### src/rtl/seat_detect_pkg.sv
package seat_detect_pkg;
    typedef enum logic [2:0] {
        ST_UNSEATED,
        ST_SETTLING,
        ST_WAIT_CFG,
        ST_RUNNING,
        ST_DEPARTING,
        ST_WARN
    } seat_state_t;
endpackage

### src/rtl/seat_sync.sv
module seat_sync #(
    parameter int  STAGES    = 2,
    parameter bit  RESET_VAL = 1'b1
) (
    input  logic clk,
    input  logic rst,
    input  logic din,
    output logic dout
);
    logic [STAGES-1:0] chain;

    always_ff @(posedge clk) begin
        if (rst) chain <= {STAGES{RESET_VAL}};
        else     chain <= {chain[STAGES-2:0], din};
    end

    assign dout = chain[STAGES-1];
endmodule

### src/rtl/ms_tick_gen.sv
module ms_tick_gen #(
    parameter int CLKS_PER_MS = 100000
) (
    input  logic clk,
    input  logic rst,
    input  logic clr,
    output logic tick
);
    localparam int PW = (CLKS_PER_MS > 1) ? $clog2(CLKS_PER_MS) : 1;
    localparam logic [PW-1:0] LAST = PW'(CLKS_PER_MS - 1);

    logic [PW-1:0] cnt;

    always_ff @(posedge clk) begin
        if (rst || clr)      cnt <= '0;
        else if (cnt == LAST) cnt <= '0;
        else                 cnt <= cnt + 1'b1;
    end

    assign tick = (cnt == LAST);
endmodule

### src/rtl/ms_window.sv
module ms_window #(
    parameter int W = 8
) (
    input  logic         clk,
    input  logic         rst,
    input  logic         clr,
    input  logic         tick,
    input  logic [W-1:0] limit,
    output logic         done
);
    logic [W-1:0] ms_cnt;

    always_ff @(posedge clk) begin
        if (rst || clr) ms_cnt <= '0;
        else if (tick)  ms_cnt <= ms_cnt + 1'b1;
    end

    assign done = tick && (ms_cnt == limit - 1'b1);
endmodule

### src/rtl/seat_detect_seq.sv
module seat_detect_seq
    import seat_detect_pkg::*;
#(
    parameter int CLKS_PER_MS = 100000,
    parameter int SETTLE_MS   = 250,
    parameter int REMOVE_MS   = 20
) (
    input  logic clk,
    input  logic rst,
    input  logic mate_sense_raw,
    input  logic cfg_sampled,
    input  logic rm_det_en,
    output logic power_ok,
    output logic seated,
    output logic remove_pulse
);
    localparam int MAX_MS = (SETTLE_MS > REMOVE_MS) ? SETTLE_MS : REMOVE_MS;
    localparam int WW     = $clog2(MAX_MS + 1);
    localparam logic [WW-1:0] SETTLE_LIM = WW'(SETTLE_MS);
    localparam logic [WW-1:0] REMOVE_LIM = WW'(REMOVE_MS);

    seat_state_t state, state_nx;
    logic        line_open;
    logic        ms_tick;
    logic        win_done;
    logic        restart;
    logic [WW-1:0] win_limit;

    seat_sync #(.STAGES(2), .RESET_VAL(1'b1)) u_sync (
        .clk (clk),
        .rst (rst),
        .din (mate_sense_raw),
        .dout(line_open)
    );

    assign restart   = (state_nx != state);
    assign win_limit = (state == ST_DEPARTING) ? REMOVE_LIM : SETTLE_LIM;

    ms_tick_gen #(.CLKS_PER_MS(CLKS_PER_MS)) u_tick (
        .clk (clk),
        .rst (rst),
        .clr (restart),
        .tick(ms_tick)
    );

    ms_window #(.W(WW)) u_window (
        .clk  (clk),
        .rst  (rst),
        .clr  (restart),
        .tick (ms_tick),
        .limit(win_limit),
        .done (win_done)
    );

    // State register
    always_ff @(posedge clk) begin
        if (rst) state <= ST_UNSEATED;
        else     state <= state_nx;
    end

    // Transitions
    always_comb begin
        state_nx = state;
        unique case (state)
            ST_UNSEATED:  if (!line_open) state_nx = ST_SETTLING;
            ST_SETTLING: begin
                if (line_open)     state_nx = ST_UNSEATED;
                else if (win_done) state_nx = cfg_sampled ? ST_RUNNING : ST_WAIT_CFG;
            end
            ST_WAIT_CFG: begin
                if (line_open)        state_nx = ST_UNSEATED;
                else if (cfg_sampled) state_nx = ST_RUNNING;
            end
            ST_RUNNING:   if (line_open) state_nx = rm_det_en ? ST_DEPARTING : ST_UNSEATED;
            ST_DEPARTING: begin
                if (!line_open)    state_nx = ST_RUNNING;
                else if (win_done) state_nx = ST_WARN;
            end
            ST_WARN:      state_nx = ST_UNSEATED;
            default:      state_nx = ST_UNSEATED;
        endcase
    end

    // Outputs
    always_comb begin
        power_ok     = 1'b0;
        seated       = 1'b0;
        remove_pulse = 1'b0;
        unique case (state)
            ST_UNSEATED:  ;
            ST_SETTLING:  seated = 1'b1;
            ST_WAIT_CFG:  seated = 1'b1;
            ST_RUNNING:   begin seated = 1'b1; power_ok = 1'b1; end
            ST_DEPARTING: begin seated = 1'b1; power_ok = 1'b1; end
            ST_WARN:      remove_pulse = 1'b1;
            default:      ;
        endcase
    end
endmodule

### config.mk
export PLATFORM = sky130hd
export DESIGN_NAME = seat_detect_seq
export DESIGN_NICKNAME = d
export VERILOG_FILES = /design/src/rtl/seat_detect_pkg.sv /design/src/rtl/seat_sync.sv /design/src/rtl/ms_tick_gen.sv /design/src/rtl/ms_window.sv /design/src/rtl/seat_detect_seq.sv
export SDC_FILE = /design/constraint.sdc
export NUM_CORES = 1
export LEC_CHECK = 0
export BUFFER_PORTS_ARGS = -buffer_cell sky130_fd_sc_hd__buf_2
export CAP_MARGIN = 20
export CORE_MARGIN = 2
export CORE_UTILIZATION = 30
export DETAILED_ROUTE_END_ITERATION = 8
export GPL_ROUTABILITY_DRIVEN = 0
export HOLD_SLACK_MARGIN = 0.05
export PLACE_DENSITY_LB_ADDON = 0.25
export SYNTH_ARGS = -nofsm -noshare
export SYNTH_HDL_FRONTEND = slang
export SYNTH_SLANG_ARGS = --single-unit
### constraint.sdc
create_clock -name clk -period 2 [get_ports clk]
set_input_delay 0.1 -clock clk [delete_from_list [all_inputs] [get_ports clk]]
set_output_delay 0.1 -clock clk [all_outputs]
set_load 0.01 [all_outputs]
==> out/results.ini <==
[setup_path]
r2r_slack_ns=0.12
crit_arrival_ns=2.06
critPathMaxFanout=12
cp_data_required_time_ns=2.18
crit_type=reg -> reg
end_kind=flop
startpoint_type=flop

[layout]
multiInputGateArea_um2=758
seqCellArea_um2=603
fillers=442
num_antenna_cells=0
final_cell_count_no_fill=234
drive_gt1_share_pct=18.1
syn_to_final_growth_pct=18.6
final_nets=189
final_util_pct=37.4

[routing]
wl_met3_um=93
via_count=1144
drc=0
wl_met2_um=1320
drt_pass1_iterations=4
drtAntennaViolNets=0
drt_iter0_drc=81
vias_per_cell=4.89
wl_per_cell_um=11.8
top_layer=met4
met1_length_um=1280
drt-total-wl_um=2750

[synth]
yosys_warnings=0
synthMuxAreaShare_pct=0
yosysSeqAreaShare_pct=43.4
synth.distinct_cells=29
syn-instance-count=160
synth_compound_area_share_pct=6.79
synth_top_family_by_area=simple AND/OR/NAND/NOR gates
synthSimpleGateAreaFrac_pct=31.2
synthFlopType=dfxtp_1
synthArstFlopShare_pct=0
yosys.area.top_type=dfxtp_1
synth_top_area_share_pct=43.4
syn_nets=167
synthTopCellsByArea=dfxtp_1 43%, nor2_1 8.4%, xnor2_1 7.6%
synth_seq_cells=30
synth_area_mm2=0.00138
avgSynthCellArea_um2=8.64
synthXorXnorAreaFrac_pct=14.6
synth_adder_area_share_pct=1.81
synth_edf_count=0

[timing]
rsz0062_at_grt=no
fmax_mhz=532
drv_slew=0
setup_tns_ns=0
finalSetupViolations=0
period_needed_ns=1.88
finalHoldViolations=0
fin_ws_ns=0.119
skew_ns=0.0118
max_slew_margin_pct=72.7
fin_crit_sh_pct=94.0
worstMarginPinSlew_ns=0.406

[cts]
clk_pin_slew_ns=0.07
cts_buffers=5
cts_buffer_depth=2
cts-htree-levels=2
cts_tree=done
cts-root-buf=clkbuf_8
clk_latency_ns=0.29
cts_sinks=30

[floorplan]
placement_rows=24
fp.dieW_um=71.9
core_mm2=0.00438
initial_core_util_pct=31.5
io_pins=8
dieArea_mm2=0.00517
die_h_um=71.9

[job]
drv_cap=0

[place]
dpl.cell_count=225
pre_cts_ws_ns=0.0655
dp_hpwl_um=2020
io_buffers=7

[global_route]
grt_pass1_vias=1096
antenna_found_initial=0
overflow=0
grt_pass1_wl_um=4650
grt_max_degree=13
gr-usage-all-layers_pct=11.7

[power]
p_leak_nw=0.601
ir_drop_v=0.000300
cellPowerDensity_mw_per_mm2=679
total_power_mw=1.11

[hold_path]
worstHoldPathType=in -> reg

[outcome]
status=completed

[critical path: stages, from the launching register on]
cell,delay [ns]
dfxtp_1,0.38
nand4_1,0.14
or4b_1,0.54
a211o_2,0.34
o21ai_2,0.11
buf_4,0.19
nor2_1,0.07
[cell usage after synthesis (2+ instances only)]
cell      number
and3_1         5
inv_1          3
nand4_1        7
dfxtp_1       30
nor4bb_1       3
xnor2_1       12
ha_1           2
nor4b_1        2
nor3_1         7
and4_1         2
nor2_1        31
nand2_1       15
nand3_1        6
clkbuf_1       2
a211oi_1       2
a21oi_1        6
or2_2          3
xor2_1        11
[kinds of logic after synthesis]
family / count (synthesis)
fa+ha+maj: 2
buf+inv: 6
simple gates: 85
compound gates: 14
xor+xnor: 23
flops: 30
[sequential cells by signal, indices dropped and copies added (netlist names)]
name	cells
u_window.ms_cnt	8
u_tick.cnt	17
u_sync.chain	2
state	3
[placed cells by master, fill, tap and decap left out, drive strengths merged, types with 6 or more instances in the layout]
cell type  Yosys  layout
nand2         15      15
xor2          11      11
nand3          6       6
xnor2         12      12
nand4          7       7
buf            1      16
nor2          31      31
dfxtp         30      30
nor3           7       7
a21oi          6       6
[stage by stage]
stage | hold slack, ns | instance area, µm²
2_1_floorplan | 0.173 | 1380
3_3_place_gp | 0.287 | 1530
3_5_place_dp | 0.288 | 1530
4_1_cts | 0.125 | 1630
5_1_grt | 0.145 | 1640
6_report | 0.132 | 1640
[per-layer routing]
metal  vias to the layer above  GRT usage (%)
li1                        595              -
met1                       530           13.1
met2                        12           19.3
met3                         7           3.94
met4                         0           6.92
met5                         -              0
[cell type report]
| cell class | count | area share (%) |
|---|---|---|
| clock buffers | 5 | 4.20 |
| clock inverters | 2 | 0.611 |
| inverters | 3 | 0.687 |
| multi-input cells | 124 | 46.3 |
| flip-flops and latches | 30 | 36.8 |
| well taps | 52 | 3.97 |
| repair buffers | 18 | 7.48 |
[power by group]
group	total [mW]	switching [mW]	internal [mW]
combinational	0.0463	0.0256	0.0207
clock	0.456	0.223	0.233
sequential	0.611	0.00579	0.605
total	1.11	0.255	0.858
[worst paths after layout]
kind | startpoint | end | depth (start not counted)
worst max-delay path | u_window.ms_cnt[5] | u_window.ms_cnt[0] | 6
worst min register to register | u_sync.chain[0] | u_sync.chain[1] | 1
worst min-delay path | rm_det_en | state[2] | 3
worst max register to register | u_window.ms_cnt[5] | u_window.ms_cnt[0] | 6
[repair_timing]
action	in CTS	in global routing
gates resized for setup	0	3
setup buffers	0	0
hold buffers	2	0
hold endpoints to repair	4	0
endpoints found under the setup margin	0	12
(Power assumes the default switching activity.)
